<file path="config.mk">
export PLATFORM = sky130hd
export DESIGN_NAME = vidRegionGen
export DESIGN_NICKNAME = d
export VERILOG_FILES = /design/src/rtl/vidRegionPkg.sv /design/src/rtl/vidRegionCtrl.sv /design/src/rtl/vidRegionPath.sv /design/src/rtl/vidRegionGen.sv
export SDC_FILE = /design/constraint.sdc
export NUM_CORES = 1
export LEC_CHECK = 0
export BUFFER_PORTS_ARGS = -buffer_cell sky130_fd_sc_hd__buf_4
export CAP_MARGIN = 10
export CORE_MARGIN = 2
export CORE_UTILIZATION = 45
export CTS_BUF_LIST = sky130_fd_sc_hd__clkbuf_2 sky130_fd_sc_hd__clkbuf_4 sky130_fd_sc_hd__clkbuf_8
export DETAILED_ROUTE_END_ITERATION = 8
export PLACE_DENSITY = 0.6
export SLEW_MARGIN = 40
export SYNTH_ARGS = -nofsm -noshare
export SYNTH_HDL_FRONTEND = slang
export SYNTH_SLANG_ARGS = --single-unit
</file>
<file path="constraint.sdc">
create_clock -name clk -period 5.4 [get_ports clk]
set_input_delay 0.54 -clock clk [delete_from_list [all_inputs] [get_ports clk]]
set_output_delay 0.54 -clock clk [all_outputs]
set_load 0.01 [all_outputs]
</file>
<file path="src/rtl/vidRegionPkg.sv">
package vidRegionPkg;
  localparam int CntW = 10;
  typedef logic [CntW-1:0] cnt_t;

  typedef enum logic [1:0] {
    STD525RECT = 2'd0,
    STD525SQ   = 2'd1,
    STD625RECT = 2'd2,
    STD625SQ   = 2'd3
  } vidStd_e;

  localparam int NumStd = 4;

  // Line windows, first index 525-line, second 625-line
  localparam int LinesA   = 525;
  localparam int LinesB   = 625;
  localparam int VisFirst = 23;
  localparam int F1LastA  = 262;
  localparam int F1LastB  = 310;
  localparam int F2StartA = 285;
  localparam int F2StartB = 336;
  localparam int F2LastA  = 524;
  localparam int F2LastB  = 623;

  typedef struct packed {
    cnt_t pixTotal;
    cnt_t hStart;
    cnt_t hEnd;
    cnt_t lineTotal;
    cnt_t f1First;
    cnt_t f1Last;
    cnt_t f2Mark;
    cnt_t f2First;
    cnt_t f2Last;
  } winCfg_t;

  typedef struct packed {
    logic lineStep;
    logic frameWrap;
    logic enterField2;
  } stepStrobes_t;
endpackage

</file>
<file path="src/rtl/vidRegionCtrl.sv">
module vidRegionCtrl
  import vidRegionPkg::*;
#(
  parameter int PixTotRect525 = 858,
  parameter int PixTotRect625 = 864,
  parameter int PixActRect    = 720,
  parameter int PixTotSq525   = 780,
  parameter int PixActSq525   = 640,
  parameter int PixTotSq625   = 944,
  parameter int PixActSq625   = 768,
  parameter int FrontPorch    = 16
) (
  input  logic         pixAdv,
  input  logic [1:0]   stdSel,
  input  cnt_t         pixCount,
  input  cnt_t         lineCount,
  output winCfg_t      cfg,
  output stepStrobes_t strobes
);
  localparam int PixTot [NumStd] = '{PixTotRect525, PixTotSq525, PixTotRect625, PixTotSq625};
  localparam int PixAct [NumStd] = '{PixActRect, PixActSq525, PixActRect, PixActSq625};

  winCfg_t stdTable [NumStd];

  for (genvar g = 0; g < NumStd; g++) begin : g_std
    localparam bit Is625 = (g >= 2);
    localparam int HStart = PixTot[g] - PixAct[g] - FrontPorch;
    assign stdTable[g] = '{
      pixTotal:  cnt_t'(PixTot[g]),
      hStart:    cnt_t'(HStart),
      hEnd:      cnt_t'(HStart + PixAct[g]),
      lineTotal: cnt_t'(Is625 ? LinesB : LinesA),
      f1First:   cnt_t'(VisFirst),
      f1Last:    cnt_t'(Is625 ? F1LastB : F1LastA),
      f2Mark:    cnt_t'(Is625 ? F1LastB + 1 : F1LastA + 1),
      f2First:   cnt_t'(Is625 ? F2StartB : F2StartA),
      f2Last:    cnt_t'(Is625 ? F2LastB : F2LastA)
    };
  end

  assign cfg = stdTable[stdSel];

  always_comb begin
    strobes.lineStep    = pixAdv && (pixCount >= cfg.pixTotal - cnt_t'(1));
    strobes.frameWrap   = strobes.lineStep && (lineCount >= cfg.lineTotal);
    strobes.enterField2 = strobes.lineStep && !strobes.frameWrap &&
                          ((lineCount + cnt_t'(1)) == cfg.f2Mark);
  end
endmodule

</file>
<file path="src/rtl/vidRegionPath.sv">
module vidRegionPath
  import vidRegionPkg::*;
(
  input  logic         clk,
  input  logic         rst,
  input  logic         pixAdv,
  input  winCfg_t      cfg,
  input  stepStrobes_t strobes,
  output cnt_t         pixCount,
  output cnt_t         lineCount,
  output logic         field,
  output logic         active
);
  cnt_t nextPix;
  cnt_t nextLine;
  logic hWin;
  logic vWin;

  always_comb begin
    nextPix  = strobes.lineStep ? '0 : pixCount + cnt_t'(1);
    nextLine = lineCount;
    if (strobes.lineStep) nextLine = strobes.frameWrap ? cnt_t'(1) : lineCount + cnt_t'(1);
    hWin = (nextPix >= cfg.hStart) && (nextPix < cfg.hEnd);
    vWin = ((nextLine >= cfg.f1First) && (nextLine <= cfg.f1Last)) ||
           ((nextLine >= cfg.f2First) && (nextLine <= cfg.f2Last));
  end

  always_ff @(posedge clk) begin
    if (rst) begin
      pixCount  <= '0;
      lineCount <= cnt_t'(1);
      field     <= 1'b0;
      active    <= 1'b0;
    end else if (pixAdv) begin
      pixCount  <= nextPix;
      lineCount <= nextLine;
      if (strobes.frameWrap)        field <= 1'b0;
      else if (strobes.enterField2) field <= 1'b1;
      active    <= hWin && vWin;
    end
  end

  assert_hold_R2: assert property (@(posedge clk) disable iff (rst)
    !pixAdv |=> ($stable(pixCount) && $stable(lineCount) && $stable(field) && $stable(active)));

  assert_pix_wrap_R3: assert property (@(posedge clk) disable iff (rst)
    (pixAdv && (pixCount >= cfg.pixTotal - cnt_t'(1))) |=>
      (pixCount == '0 && lineCount != $past(lineCount)));

  assert_line_wrap_R4: assert property (@(posedge clk) disable iff (rst)
    (strobes.lineStep && lineCount >= cfg.lineTotal) |=> (lineCount == cnt_t'(1) && !field));

  assert_line_nonzero_R4: assert property (@(posedge clk) disable iff (rst)
    lineCount != '0);

  assert_active_lines_R7: assert property (@(posedge clk) disable iff (rst)
    active |-> (lineCount >= cnt_t'(VisFirst) && lineCount <= cnt_t'(F2LastB)));
endmodule

</file>
<file path="src/rtl/vidRegionGen.sv">
module vidRegionGen
  import vidRegionPkg::*;
#(
  parameter int PixTotRect525 = 858,
  parameter int PixTotRect625 = 864,
  parameter int PixActRect    = 720,
  parameter int PixTotSq525   = 780,
  parameter int PixActSq525   = 640,
  parameter int PixTotSq625   = 944,
  parameter int PixActSq625   = 768,
  parameter int FrontPorch    = 16
) (
  input  logic            clk,
  input  logic            rst,
  input  logic            pixAdv,
  input  logic [1:0]      stdSel,
  output logic [CntW-1:0] pixCount,
  output logic [CntW-1:0] lineCount,
  output logic            field,
  output logic            active
);
  winCfg_t      cfg;
  stepStrobes_t strobes;

  vidRegionCtrl #(
    .PixTotRect525(PixTotRect525), .PixTotRect625(PixTotRect625), .PixActRect(PixActRect),
    .PixTotSq525(PixTotSq525), .PixActSq525(PixActSq525),
    .PixTotSq625(PixTotSq625), .PixActSq625(PixActSq625), .FrontPorch(FrontPorch)
  ) u_ctrl (
    .pixAdv(pixAdv), .stdSel(stdSel), .pixCount(pixCount), .lineCount(lineCount),
    .cfg(cfg), .strobes(strobes)
  );

  vidRegionPath u_path (
    .clk(clk), .rst(rst), .pixAdv(pixAdv), .cfg(cfg), .strobes(strobes),
    .pixCount(pixCount), .lineCount(lineCount), .field(field), .active(active)
  );
endmodule

</file>
Yosys cells after proc, flatten, opt, wreduce, memory -nomap -nowiden:

Cells that the tools add are included.

* add/sub/neg operators: 3
* order comparisons: 9
* equal/unequal tests: 1
* mux-type cells: 8
* bitwise operators: 1
* reductions and logical operators: 12

Operator list (count)
* binary-select mux 90 bit (select 2 bit): 1
* 2-to-1 mux 90 bit: 2
* greater-or-equal comparator 10 bit: 5
* 2-to-1 mux 10 bit: 3
* adder 10 x 1 -> 10 bit (second input constant): 2
* <= comparator 10 bit: 2
* equality test 10 bit: 1
* < comparator 10 bit: 1
* subtractor 10 x 1 -> 10 bit (second input constant): 1
* logical AND 1 bit: 8
* greater-or-equal comparator 3 bit (second input constant): 1
* inverter 2 -> 3 bit: 1
* 2-to-1 mux 1 bit: 2
* AND reduction 2 bit: 1
* nonzero test 2 bit: 1
* logical NOT 1 bit: 1
* logical OR 1 bit: 1

* flip-flop bits (word level): 22
* bits of input ports: 5
* word-level logic and storage cells: 38

Depth between registers and ports, before layout:

* depth in word-level cells: 14
* gate-level depth with buffers: 20

Modules after synthesis:

Synthesis repeated with hierarchy kept, for this count alone.

* cells, all modules: 483
* area total of the unflattened synthesis: 3738.6 um^2

By module, submodules not included
* vidRegionPath: instances 1, cells each 343, area each 2642.5 um^2, sequential area each 440.4 um^2
* vidRegionCtrl: instances 1, cells each 140, area each 1096.1 um^2, sequential area each 0.0 um^2

Worst setup path after synthesis:

No wires, ideal clock.

* path kind: in2reg
* start point: input stdSel[1]
* end point: register u_path.active
* library setup time: 74 ps
* arrival time: 3957 ps
* data required time: 5326 ps
* path slack: 1369 ps
* stages on the path: 20
* path buffers: 1
* cell sequence: inv_1 > ha_1 > nor2_1 > xnor2_1 > ha_1 > a21oi_1 > o22ai_1 > o21a_1 > clkbuf_1 > nor2_1 > ha_1 > nor2b_1 > o21ai_0 > a21oi_1 > o21a_1 > o211ai_1 > a32oi_1 > o21ai_0 > nand2b_1 > a31oi_1

RTL lines
* start, declared: line vidRegionGen.sv:16 `input logic [1:0] stdSel,`
* inverter 2 -> 3 bit (not written as such) (*): line vidRegionCtrl.sv:41 `assign cfg = stdTable[stdSel];`
* binary-select mux 90 bit (select 2 bit) (*): line vidRegionCtrl.sv:41
* 2-to-1 mux 90 bit (not written as such) (*) (2 in series): line vidRegionCtrl.sv:41
* subtractor 10 x 1 -> 10 bit (*): line vidRegionCtrl.sv:44 `strobes.lineStep = pixAdv && (pixCount >= cfg.pixTotal - cnt_t'(1));`
* greater-or-equal comparator 10 bit (*): line vidRegionCtrl.sv:44
* logical AND 1 bit (*): line vidRegionCtrl.sv:44
* 2-to-1 mux 10 bit (*): line vidRegionPath.sv:20 `nextPix = strobes.lineStep ? '0 : pixCount + cnt_t'(1);`
* net u_path.nextPix[2]: line vidRegionPath.sv:14 `cnt_t nextPix;`
* greater-or-equal comparator 10 bit / < comparator 10 bit (equally long branches): line vidRegionPath.sv:23 `hWin = (nextPix >= cfg.hStart) && (nextPix < cfg.hEnd);`
* logical AND 1 bit (*): line vidRegionPath.sv:23
* logical AND 1 bit (*): line vidRegionPath.sv:39 `active <= hWin && vWin;`
* end signal, assigned: line vidRegionPath.sv:39
* end, declared: line vidRegionPath.sv:12 `output logic active`

Mark *: on every way through the listed nets, which the timed path passes. The rest lies on a longest branch. The select of a mux whose other input is x is not followed.
A chain may end at the register's enable or synchronous reset.

Worst setup path in the final report:

* start point: input stdSel[1]
* end point: register u_path.active

* word-level cells in the longest chain between the ends: 14

Ends and longest elaborated chain
* inverter 2 -> 3 bit (not written as such) (*): line vidRegionCtrl.sv:41
* binary-select mux 90 bit (select 2 bit) (*): line vidRegionCtrl.sv:41
* 2-to-1 mux 90 bit (not written as such) (*) (2 in series): line vidRegionCtrl.sv:41
* subtractor 10 x 1 -> 10 bit: line vidRegionCtrl.sv:44
* greater-or-equal comparator 10 bit: line vidRegionCtrl.sv:44
* logical AND 1 bit: line vidRegionCtrl.sv:44
* logical AND 1 bit: line vidRegionCtrl.sv:45 `strobes.frameWrap = strobes.lineStep && (lineCount >= cfg.lineTotal);`
* 2-to-1 mux 10 bit (2 in series): line vidRegionPath.sv:22 `if (strobes.lineStep) nextLine = strobes.frameWrap ? cnt_t'(1) : lineCount + cnt_t'(1);`
* greater-or-equal comparator 10 bit, or another cell as far along: line vidRegionPath.sv:24 `vWin = ((nextLine >= cfg.f1First) && (nextLine <= cfg.f1Last)) ||`
* logical AND 1 bit (on tied branches): line vidRegionPath.sv:24, vidRegionPath.sv:25
* logical OR 1 bit: line vidRegionPath.sv:24
* logical AND 1 bit (*): line vidRegionPath.sv:39

Every way passes the cells marked *; elsewhere a longest branch is shown, timed or not. The select of a mux whose other input is x is not followed.

==> flow_metrics.env <==
export IMPL_gr_max_usage_layer="met1"
export IMPL_routed_wl_mm=7.03
export IMPL_relSlewSlack_pct=62.5
export IMPL_grt_max_degree=23
export IMPL_finalNetCount=395
export IMPL_dp_cells=413
export IMPL_async_flop_share_pct=0
export IMPL_fin_crit_sh_pct=82.6
export IMPL_dp_hpwl_mm=5.45
export IMPL_finalWorstSetupSlack_ns=0.940
export IMPL_cts_hold_buf=0
export IMPL_cts_tree="done"
export IMPL_power_mw=0.396
export IMPL_yosys_top_cells_count="ha_1 (44), nor2_1 (29), nand2_1 (27)"
export IMPL_min_path_type="flop to flop"
export IMPL_die_y_microns=78.3
export IMPL_grt_use_met2_pct=33.1
export IMPL_drt_pass1_iterations=5
export IMPL_cts_max_level=1
export IMPL_n_antenna_cell=0
export IMPL_grt_util_met1_pct=37.5
export IMPL_met3_usage_pct=3.56
export IMPL_fin_crit_ns=4.46
export IMPL_routabilityCongestion=0.911
export IMPL_grt_total_usage_pct=23.6
export IMPL_numCtsBuffers=3
export IMPL_clockBufferDepth=2
export IMPL_r2r_setup_slack_ns=1.75
export IMPL_worst_path_buf_inv=2
export IMPL_cp_start_kind="input port"
export IMPL_clkTransAtPathRegs_ns=0.09
export IMPL_finClkSkew_ns=0.00848
export IMPL_grt_pass1_wl_mm=11.6
export IMPL_grt_pass1_vias=2320
export IMPL_path_delay_family="compound AO/OA/AOI/OAI gates"
export IMPL_setup_violations=0
export IMPL_syn_area_sq_mm=0.00249
export IMPL_via_per_inst=5.97
export IMPL_cts_sinks=22
export IMPL_power_density_mw_per_mm2=141
export IMPL_crit_slowest_cell="o21a_1"
export IMPL_yosys_most_used_dff="dfxtp_1"
export IMPL_utilization_pct=51.8
export IMPL_drc=0
export IMPL_pin_count=27
export IMPL_wl_per_cell_microns=16.9
export IMPL_slowest_delay_ns=0.40
export IMPL_synth_top_area_share_pct=22.1
export IMPL_syn_instance_count=320
export IMPL_worstPathArrival_ns=4.61
export IMPL_area_growth_pct=12.7
export IMPL_overflow=0
export IMPL_setup_tns_ns=0
export IMPL_port_buffers=26
export IMPL_max_clock_freq_ghz=0.224
export IMPL_drtAntennaViolNets=0
export IMPL_required_ns=5.55
export IMPL_fillers=527
export IMPL_antenna_found_initial=0
export IMPL_yosys_area_top_type="ha_1"
export IMPL_syn_avg_cell_area_sq_um=7.77
export IMPL_root_buffer="clkbuf_8"
export IMPL_worstSetupPathType="input port to flop"
export IMPL_clkLatencyLatePin_ns=0.27
export IMPL_yosys_top_cells_area="ha_1 (22%), dfxtp_1 (18%), nor2_1 (4.4%)"
export IMPL_slew_viol_final=0
export IMPL_synth_warnings=0
export IMPL_die_x_microns=78.3
export IMPL_crit_fanout=12
export IMPL_dp_slack_ns=0.775
export IMPL_dieArea_sq_mm=0.00614
export IMPL_endpoint_kind="flop"
export IMPL_synth_seq_area_share_pct=17.7
export IMPL_synth_cell_types=56
export IMPL_synth_seq_cells=22
export IMPL_cp_common_cell="ha_1"
export IMPL_hold_viol=0
export IMPL_synth_edf_count=0
export IMPL_cts_resized_gates=0
export IMPL_drive_above_1_share_pct=12.5
export IMPL_cap_violations=0
export IMPL_fin_cells=416
export IMPL_yosysMostFrequentCell="ha_1"
export IMPL_post_cts_buffers=0
export IMPL_num_rows=27
export IMPL_ir_drop_mv=0.0996
export IMPL_status="completed"
export IMPL_rsz0062_at_grt="false"
export IMPL_syn_nets=369
export IMPL_vias=2482
export IMPL_core_area_sq_mm=0.00541
export IMPL_path_cells="buf_4 -> inv_1 -> ha_1 -> nor2_1 -> xnor2_1 -> ha_1 -> a21oi_1 -> o22ai_1 -> o21a_1 -> o21ai_2 -> a21oi_1 -> ha_1 -> nor4b_1 -> nand3_1 -> a32oi_1 -> a21boi_0 -> o22ai_1 -> a31oi_1"
export IMPL_worst_pin_slew_ns=0.555
export IMPL_detailedRoute_firstIterationViolations=244
export IMPL_p_leak_nw=1.23
export IMPL_initial_core_util_pct=46.0
==> metrics by stage <==
step	hold slack (ns)	instance area, sq um
global route	0.532	2800
finish	0.511	2800
global placement	0.508	2760
CTS	0.518	2800
floorplan	0.501	2490
detailed placement	0.505	2760
==> worst min-delay path, stage by stage (launching register included) <==
cell and delay, ns:
dfxtp_1 0.32, nor2_1 0.10, a211oi_1 0.05
==> cell type report <==
cell class	instances	area, sq um	area share, %
repair buffers	29	218	7.77
well taps	72	90.1	3.22
clock buffers	3	41.3	1.47
multi-input cells	271	1940	69.3
inverters	19	71.3	2.55
flip-flops and latches	22	440	15.7
==> path summary, 6_finish.rpt <==
check	startpoint	endpoint	cells past startpoint
min reg2reg	u_path.field	u_path.field	2
min	u_path.field	u_path.field	2
max reg2reg	u_path.pixCount[5]	u_path.active	13
max	stdSel[1]	u_path.active	18
==> placed cells by master (no fill, tap or decap), types with 3 or more instances in the layout <==
cell,synthesis,final
nand3_1,11,11
nand2_1,27,27
buf_4,0,29
xnor2_1,7,7
nor2b_1,9,9
nand2b_1,5,5
nor2_1,29,29
and3_1,6,6
clkbuf_8,0,3
nand3b_1,3,3
o21ai_0,16,16
a31oi_1,3,3
o211ai_1,7,7
a21o_1,7,7
a22oi_1,5,5
ha_1,44,44
nand4_1,5,5
inv_1,18,18
o22ai_1,4,4
dfxtp_1,22,22
a21oi_1,20,20
xor2_1,3,3
nor3_1,6,6
or3_1,3,3
o21a_1,8,8
a2111oi_0,3,3
a211oi_1,4,4
==> report_power, final <==
group | switching [mW] | internal, mW
sequential | 0.0120 | 0.167
combinational | 0.0625 | 0.0464
clock | 0.0588 | 0.0500
total | 0.133 | 0.263
==> flip-flops by register name, indices dropped and copies added (netlist names) <==
signal / cells
u_path.lineCount: 10
u_path.active: 1
u_path.pixCount: 10
u_path.field: 1
==> kinds of logic (layout without fill, tap and decap cells) <==
group	count (synthesis)	in the layout	share of synthesized area, %
DFF	22	22	17.7
and+or+nand+nor	115	115	23.3
other	1	1	0.151
muxes	1	1	0.403
xor gates and xnor gates	10	10	3.52
adders and majority gates	44	44	22.1
AOI/OAI and AO/OA	100	100	28.5
buffers and inverters	27	51	4.23
==> metal layers <==
layer  up-vias  part of all wire (%)
li1       1241                     -
met1      1164                    51
met2        71                    41
met3         6                   6.4
met4         0                  0.71
met5         -                     0
Note: power is estimated with default switching activity, not from simulation.
